$ cat src/rtl/scan_seq_pkg.sv
package scan_seq_pkg;

  typedef enum logic [1:0] {
    ST_IDLE  = 2'd0,
    ST_SHIFT = 2'd1,
    ST_CAPT  = 2'd2,
    ST_FIN   = 2'd3
  } seqState_t;

  // Strobes from control to datapath
  typedef struct packed {
    logic load;       // latch configuration, clear counters
    logic shiftStep;  // one shift cycle taken
    logic phaseStep;  // advance to next phase
  } seqStrobe_t;

endpackage

$ cat src/rtl/scan_seq_ctrl.sv
module scan_seq_ctrl
  import scan_seq_pkg::*;
(
  input  logic       clk,
  input  logic       rstN,
  input  logic       start,
  input  logic       lastShift,
  input  logic       lastPhase,
  output seqStrobe_t strobe,
  output logic       shiftEn,
  output logic       captureEn,
  output logic       done
);

  seqState_t state, nextState;

  always_ff @(posedge clk or negedge rstN) begin
    if (!rstN) state <= ST_IDLE;
    else       state <= nextState;
  end

  always_comb begin
    strobe    = '0;
    nextState = state;
    unique case (state)
      ST_IDLE, ST_FIN: begin
        if (start) begin
          strobe.load = 1'b1;
          nextState   = ST_SHIFT;
        end
      end
      ST_SHIFT: begin
        strobe.shiftStep = 1'b1;
        if (lastShift) nextState = lastPhase ? ST_FIN : ST_CAPT;
      end
      ST_CAPT: begin
        strobe.phaseStep = 1'b1;
        nextState        = ST_SHIFT;
      end
      default: nextState = ST_IDLE;
    endcase
  end

  assign shiftEn   = (state == ST_SHIFT);
  assign captureEn = (state == ST_CAPT);
  assign done      = (state == ST_FIN);


  capture_then_shift_chk: assert property (@(posedge clk) disable iff (!rstN)
    captureEn |=> shiftEn);


  capture_after_shift_chk: assert property (@(posedge clk) disable iff (!rstN)
    captureEn |-> $past(shiftEn));


  done_hold_chk: assert property (@(posedge clk) disable iff (!rstN)
    (done && !start) |=> done);


  start_ignored_chk: assert property (@(posedge clk) disable iff (!rstN)
    (shiftEn && !lastShift) |=> shiftEn);

endmodule

$ cat src/rtl/scan_seq_path.sv
module scan_seq_path
  import scan_seq_pkg::*;
#(
  parameter int NCORES = 3,
  parameter int LENW   = 8,
  parameter int PCW    = 6
) (
  input  logic                   clk,
  input  logic                   rstN,
  input  seqStrobe_t             strobe,
  input  logic [NCORES*LENW-1:0] chainLen,
  input  logic [NCORES*PCW-1:0]  patCount,
  output logic                   lastShift,
  output logic                   lastPhase,
  output logic [NCORES-1:0]      bypassSel
);

  localparam int SUMW = LENW + $clog2(NCORES + 1);

  logic [LENW-1:0] lenReg [NCORES];
  logic [PCW-1:0]  pcReg  [NCORES];
  logic [PCW-1:0]  phase;
  logic [PCW-1:0]  maxPc;
  logic [SUMW-1:0] shiftCnt;
  logic [SUMW-1:0] pathLen;

  for (genvar g = 0; g < NCORES; g++) begin : gCore
    always_ff @(posedge clk or negedge rstN) begin
      if (!rstN) begin
        lenReg[g] <= '0;
        pcReg[g]  <= '0;
      end else if (strobe.load) begin
        lenReg[g] <= chainLen[g*LENW +: LENW];
        pcReg[g]  <= patCount[g*PCW +: PCW];
      end
    end

    // core leaves the path once its last response is unloaded
    assign bypassSel[g] = (phase > pcReg[g]);


    bypass_sticky_chk: assert property (@(posedge clk) disable iff (!rstN)
      (bypassSel[g] && !strobe.load) |=> bypassSel[g]);
  end

  always_comb begin
    pathLen = '0;
    maxPc   = '0;
    for (int i = 0; i < NCORES; i++) begin
      if (bypassSel[i]) pathLen = pathLen + SUMW'(1);
      else              pathLen = pathLen + SUMW'(lenReg[i]);
      if (pcReg[i] > maxPc) maxPc = pcReg[i];
    end
  end

  assign lastShift = (shiftCnt == pathLen - SUMW'(1));
  assign lastPhase = (phase == maxPc);

  always_ff @(posedge clk or negedge rstN) begin
    if (!rstN) begin
      shiftCnt <= '0;
      phase    <= '0;
    end else if (strobe.load) begin
      shiftCnt <= '0;
      phase    <= '0;
    end else begin
      if (strobe.shiftStep) shiftCnt <= lastShift ? '0 : shiftCnt + SUMW'(1);
      if (strobe.phaseStep) phase <= phase + PCW'(1);
    end
  end


  shift_bound_chk: assert property (@(posedge clk) disable iff (!rstN)
    strobe.shiftStep |-> (shiftCnt < pathLen));


  fresh_path_chk: assert property (@(posedge clk) disable iff (!rstN)
    strobe.load |=> (bypassSel == '0));

endmodule

$ cat src/rtl/scan_chain_sequencer.sv
module scan_chain_sequencer
  import scan_seq_pkg::*;
#(
  parameter int NCORES = 3,
  parameter int LENW   = 8,
  parameter int PCW    = 6
) (
  input  logic                   clk,
  input  logic                   rstN,
  input  logic                   start,
  input  logic [NCORES*LENW-1:0] chainLen,
  input  logic [NCORES*PCW-1:0]  patCount,
  output logic                   shiftEn,
  output logic                   captureEn,
  output logic [NCORES-1:0]      bypassSel,
  output logic                   done
);

  seqStrobe_t strobe;
  logic       lastShift;
  logic       lastPhase;

  scan_seq_ctrl uCtrl (
    .clk       (clk),
    .rstN      (rstN),
    .start     (start),
    .lastShift (lastShift),
    .lastPhase (lastPhase),
    .strobe    (strobe),
    .shiftEn   (shiftEn),
    .captureEn (captureEn),
    .done      (done)
  );

  scan_seq_path #(
    .NCORES (NCORES),
    .LENW   (LENW),
    .PCW    (PCW)
  ) uPath (
    .clk       (clk),
    .rstN      (rstN),
    .strobe    (strobe),
    .chainLen  (chainLen),
    .patCount  (patCount),
    .lastShift (lastShift),
    .lastPhase (lastPhase),
    .bypassSel (bypassSel)
  );

endmodule

$ cat config.mk
export PLATFORM = sky130hd
export DESIGN_NAME = scan_chain_sequencer
export DESIGN_NICKNAME = d
export VERILOG_FILES = /design/src/rtl/scan_seq_pkg.sv /design/src/rtl/scan_seq_ctrl.sv /design/src/rtl/scan_seq_path.sv /design/src/rtl/scan_chain_sequencer.sv
export SDC_FILE = /design/constraint.sdc
export NUM_CORES = 1
export LEC_CHECK = 0
export BUFFER_PORTS_ARGS = -buffer_cell sky130_fd_sc_hd__buf_2
export CORE_ASPECT_RATIO = 0.9
export CORE_MARGIN = 2
export CORE_UTILIZATION = 60
export DETAILED_ROUTE_END_ITERATION = 12
export GPL_ROUTABILITY_DRIVEN = 1
export GPL_TIMING_DRIVEN = 1
export PLACE_DENSITY_LB_ADDON = 0.2
export SLEW_MARGIN = 30
export SYNTH_ARGS = -nofsm -noshare
export SYNTH_HDL_FRONTEND = slang
export SYNTH_SLANG_ARGS = --single-unit
$ cat constraint.sdc
create_clock -name clk -period 11.7 [get_ports clk]
set_input_delay 1.17 -clock clk [delete_from_list [all_inputs] [get_ports clk]]
set_output_delay 1.17 -clock clk [all_outputs]
set_load 0.02 [all_outputs]
== Word-level counts from Yosys, hierarchy flattened ==
Index checks and enable logic that the tools add are counted.
Operators by class
  $add $sub $neg: 7
  equal/unequal tests: 7
  mux-type cells: 19
  reduce and logical (&&, ||, !) cells: 5
  order comparisons: 6
Operators with widths (number)
  10-bit two-way mux: 5
  6-bit greater-than comparator: 5
  6-bit two-way mux: 5
  10-bit by 1-bit adder with 10-bit output (second input constant): 2
  10-bit by 8-bit adder with 10-bit output: 1
  10-bit == test: 1
  10-bit by 1-bit subtractor with 10-bit output (second input constant): 1
  8-bit by 1-bit adder with 9-bit output (second input constant): 1
  8-bit by 8-bit adder with 9-bit output: 1
  8-bit two-way mux: 1
  6-bit by 1-bit adder with 6-bit output (second input constant): 1
  6-bit == test: 1
  6-bit by 1-bit greater-than comparator with 1-bit output (second input constant): 1
  2-bit case mux with 3 select lines: 1
  1-bit two-way mux: 5
  2-bit == test (second input constant): 2
  2-bit two-way mux: 2
  2-bit nonzero test: 2
  2-bit by 1-bit == test with 1-bit output (second input constant): 1
  2-bit zero test: 1
  2-bit by 1-bit inequality test with 1-bit output (second input constant): 1
  2-bit inequality test (second input constant): 1
  2-bit AND reduction: 1
  2-bit OR reduction: 1
Storage, ports and cells
  logic and storage cells: 53
  output and inout port bits: 6
  input port bits: 45
  register bits: 60

== Logic depth before layout (Yosys ltp) ==
  word-level depth: 11
  gate-level depth with buffers: 28
  depth with buffers taken out: 28

== Hierarchy ==
A second synthesis with hierarchy kept.
Second synthesis, totals
  cell total of the unflattened synthesis: 510
  area, all modules: 4785.8 um2
By module, submodules not included
  scan_seq_path: times used 1, cells each 493, seq. area each 1451.4 um2, area each 4616.9 um2
  scan_seq_ctrl: times used 1, cells each 17, seq. area each 50.0 um2, area each 168.9 um2

== Least setup slack after synthesis ==
Ideal clock, no wire load.
  path kind: reg2reg
  start: register uPath.phase[1]
  end: register uPath.shiftCnt[9]
  library setup time: 0.120 ns
  buffers on the path: 0
  clock period less this slack: 5.517 ns
  arrival: 5.398 ns
  cell stages (with the launch flop): 27
  data required time: 11.580 ns
  slack: 6.183 ns
  path through: dfrtp_1 ha_1 nor2b_1 o21a_1 o21ai_0 nand2b_1 a21oi_1 nor2b_1 o22ai_1 and2_1 inv_1 fa_1 inv_1 a21oi_1 o21bai_1 xor2_1 ha_1 and2_1 a221o_1 or3_1 and2_4 nand2b_1 nor4_2 xnor2_1 nor4_4 nand2_2 and3_1
On the way
  longest elaborated chain between the ends: 11
  elaborated cells between the ends (all ways): 15
  classes of those cells: add/sub: 5; order compare: 3; eq/ne: 1; mux: 6
RTL lines
  from (decl): RTL line scan_seq_path.sv:22  | logic [PCW-1:0] phase;
  from (signal assigned): RTL line scan_seq_path.sv:68  | if (strobe.phaseStep) phase <= phase + PCW'(1);
  6-bit greater-than comparator: RTL line scan_seq_path.sv:39  | assign bypassSel[g] = (phase > pcReg[g]);
  8-bit two-way mux: RTL line scan_seq_path.sv:50  | if (bypassSel[i]) pathLen = pathLen + SUMW'(1);
  8-bit by 8-bit adder with 9-bit output / 8-bit by 1-bit adder with 9-bit output (equally long branches): RTL line scan_seq_path.sv:51, scan_seq_path.sv:50
  10-bit two-way mux: RTL line scan_seq_path.sv:50
  10-bit by 8-bit adder with 10-bit output / 10-bit by 1-bit adder with 10-bit output (equally long branches): RTL line scan_seq_path.sv:51, scan_seq_path.sv:50
  10-bit two-way mux *: RTL line scan_seq_path.sv:50
  10-bit by 1-bit subtractor with 10-bit output *: RTL line scan_seq_path.sv:56  | assign lastShift = (shiftCnt == pathLen - SUMW'(1));
  10-bit == test *: RTL line scan_seq_path.sv:56
  10-bit two-way mux * (2 in a row): RTL line scan_seq_path.sv:67  | if (strobe.shiftStep) shiftCnt <= lastShift ? '0 : shiftCnt + SUMW'(1);
  10-bit two-way mux *: RTL line scan_seq_path.sv:63  | end else if (strobe.load) begin
  to (signal assigned): RTL line scan_seq_path.sv:67
  to (decl): RTL line scan_seq_path.sv:24  | logic [SUMW-1:0] shiftCnt;
Every way passes the cells marked *; elsewhere a longest branch is shown, timed or not. The select of a mux whose other input is x is not followed.
A chain may end at the register's enable or synchronous reset.

== Worst setup path in the final report ==
Ends and elaborated chain as after synthesis.

==> run summary <==
Final Hold Fails: 0
via/cell ratio: 5.41
Final period util: 53.1%
Final min period: 6220 ps
GRT Total Usage: 24.8%
largest family of logic cells by synthesized area: simple AND/OR/NAND/NOR gates
Hold Buf Count CTS: 0
post_cts resized: 0
RSZ-0062 raised after global routing: false
post-synthesis sequential area ratio: 34.2%
Root Buffer: clkbuf_8
RR Startpoint: uPath.phase[1]
Cells after Synth: 507
Rel. slew slack: 47.8%
Die W: 94.1 um
Main synth FF type: dfrtp_1
XOR/XNOR Fraction of Synth Area: 9.18%
initial drt markers: 183
Yosys reg bits: 60
clock skew: 8.22 ps
most frequent cells in the layout: nand2_1, dfrtp_1, ha_1
CP Max Fanout: 9
vias in the first global route: 3,448
die height: 85.1 um
Clk pin slew, worst setup/hold paths: 70 ps
Worst Path Arrival: 6460 ps
initial antenna violation count: 0
Core ar.: 0.00708 mm2
Synth Cell Area: 0.00439 mm2
hold wc startpoint: uPath.lenReg[16]
most common cell after layout, fill and taps aside: nand2_1
Max-Cap Viols: 0
worst flop-to-flop path endpoint: uPath.shiftCnt[9]
# nets final: 655
GP Congestion: 0.829
Syn. warnings: 0
DRT antenna net count: 0
pin count of the biggest net entering global routing: 67
Worst-Margin Slew: 783 ps
via count: 3,538
IO Count: 51
multiplexer share of the synthesized area: 3.02%
Syn Area/Cell: 8.65 um2
Simple-Gate Fraction of Synth Area: 22.3%
share of cells above drive strength 1: 13.5%
DR pass1 iterations: 5
R2R setup slack: 5480 ps
FFs w/ async S/R, synth: 100%
WHS Endpoint: uPath.lenReg[16]
Remaining Overflow, GRT: 0
number of synthesized flops with an enable pin: 0
maximum clock frequency: 161 MHz
drt drc: 0
crit path kind: flip-flop to flip-flop
CP startpoint kind: flip-flop
CTS H-tree lvls: 3
DRT Wirelength: 9.01 mm
CP Capture Type: flip-flop
area fraction in compound gates after synthesis: 11.0%
post-CTS repair timing setup buffer count: 0
Finish-stage setup viols: 0
ANT cells: 0
# clock sinks: 60
Cell Rows: 29
clk_lat worst skew: 350 ps
Mapped Nets: 606
P&R area growth vs syn: 12.2%
CTS tree: built
IO Port Bufs: 50
area occupied by multi-input gates: 0.00269 mm2
Critical Path RT: 11,940 ps
Post-Synth Adder-Cell Area: 15.7%
hold depth: 2
max-slew violation count: 0
clock buffers created by TritonCTS: 9
r2r worst-path depth: 26
Max Root-Sink Buffers: 2
Total Die Area: 0.00801 mm2
Reg area: 0.00150 mm2
wire length per cell: 13.8 um
Initial Util: 62.0%
min-delay worst type: flip-flop to flip-flop
status: finished, final reports clean
Synth cell types: 46
Fillers: 574
hpwl dp: 6.70 mm
first-pass GRT wire length: 15.7 mm
Sum Neg Setup Slack: 0 ps
[registers in the layout (all words and copies together), names as in the netlist]
name,flops
uCtrl.state,2
uPath.pcReg,18
uPath.phase,6
uPath.shiftCnt,10
uPath.lenReg,24
[worst max path at each step]
| stage | cells past startpoint | slack [ps] | from | to |
|---|---|---|---|---|
| floorplan | 26 | 6180 | uPath.phase[1] | uPath.shiftCnt[9] |
| global placement | 25 | 5810 | uPath.phase[1] | uPath.shiftCnt[9] |
| detailed placement | 26 | 5520 | uPath.phase[1] | uPath.shiftCnt[9] |
| CTS | 26 | 5470 | uPath.phase[1] | uPath.shiftCnt[9] |
| global route | 26 | 4960 | uPath.phase[1] | uPath.shiftCnt[9] |
| finish | 26 | 5480 | uPath.phase[1] | uPath.shiftCnt[9] |
[final cells by class]
class / instances / share of cell area (%)
clock buffers: 12 / 3.15
clock inverters: 4 / 0.966
inverters: 40 / 3.05
multi-input cells: 394 / 54.7
flip-flops and latches: 60 / 30.5
well taps: 93 / 2.37
repair buffers: 51 / 5.24
[stage by stage]
| stage | instance area, um2 | hold WS [ps] | setup slack, ps | std cells | utilization [%] |
|---|---|---|---|---|---|
| floorplan | 4390 | 437 | 6180 | 507 | - |
| global placement | 4710 | 449 | 5810 | 638 | 66.6 |
| detailed placement | 4720 | 454 | 5520 | 638 | 66.7 |
| CTS | 4920 | 470 | 5470 | 654 | 69.5 |
| global route | 4920 | 501 | 4960 | 654 | 69.5 |
| finish | 4920 | 463 | 5480 | 654 | 69.5 |
[routing by layer]
layer  up-vias  track usage (%)  share of wire, %
met3        13             7.37               4.0
met2        66             38.6                45
li1       1809                -                 -
met4         0             6.06               1.6
met5         -                0                 0
met1      1650             34.3                50
[worst max-delay path, stage by stage, from the launching register on]
cell and delay, ps:
dfrtp_1 480, ha_1 340, nor2b_1 130, o21a_1 160, o21ai_0 160, nand2b_1 70
a21oi_1 150, nor2b_1 80, o22ai_1 440, and2_1 240, inv_1 70, fa_1 450
inv_1 70, a21oi_1 50, o21bai_1 230, xor2_1 180, ha_1 280, and2_1 170
a221o_1 340, or3_1 390, and2_4 180, nand2b_1 160, nor4_2 300, xnor2_1 150
nor4_4 440, nand2_2 170, and3_1 220
[cell usage after synthesis, types with 5 or more instances]
| library cell | count | area, um2 |
|---|---|---|
| nand3_1 | 13 | 65.1 |
| inv_1 | 40 | 150 |
| o21a_1 | 5 | 37.5 |
| nand2b_1 | 7 | 43.8 |
| dfrtp_1 | 60 | 1500 |
| ha_1 | 52 | 651 |
| a21o_1 | 6 | 45.0 |
| o21ai_0 | 23 | 115 |
| nor2b_1 | 14 | 87.6 |
| and2_1 | 15 | 93.8 |
| a21oi_1 | 27 | 135 |
| nand2_1 | 103 | 387 |
| and3_1 | 10 | 62.6 |
| nor2_1 | 12 | 45.0 |
| xnor2_1 | 31 | 272 |
| mux2i_1 | 11 | 110 |
| clkbuf_1 | 10 | 37.5 |
| nand4_1 | 10 | 62.6 |
| xor2_1 | 15 | 131 |
[logic make-up (layout without fill, tap and decap cells)]
| family | Yosys count | count (layout) |
|---|---|---|
| xor+xnor | 46 | 46 |
| buf+inv | 53 | 107 |
| fa+ha+maj | 54 | 54 |
| flops | 60 | 60 |
| compound gates | 80 | 80 |
| mux | 13 | 13 |
| simple gates | 201 | 201 |
Power is not shown: default switching activity piles up to over one toggle a cycle in this logic, so the estimate is an artifact.
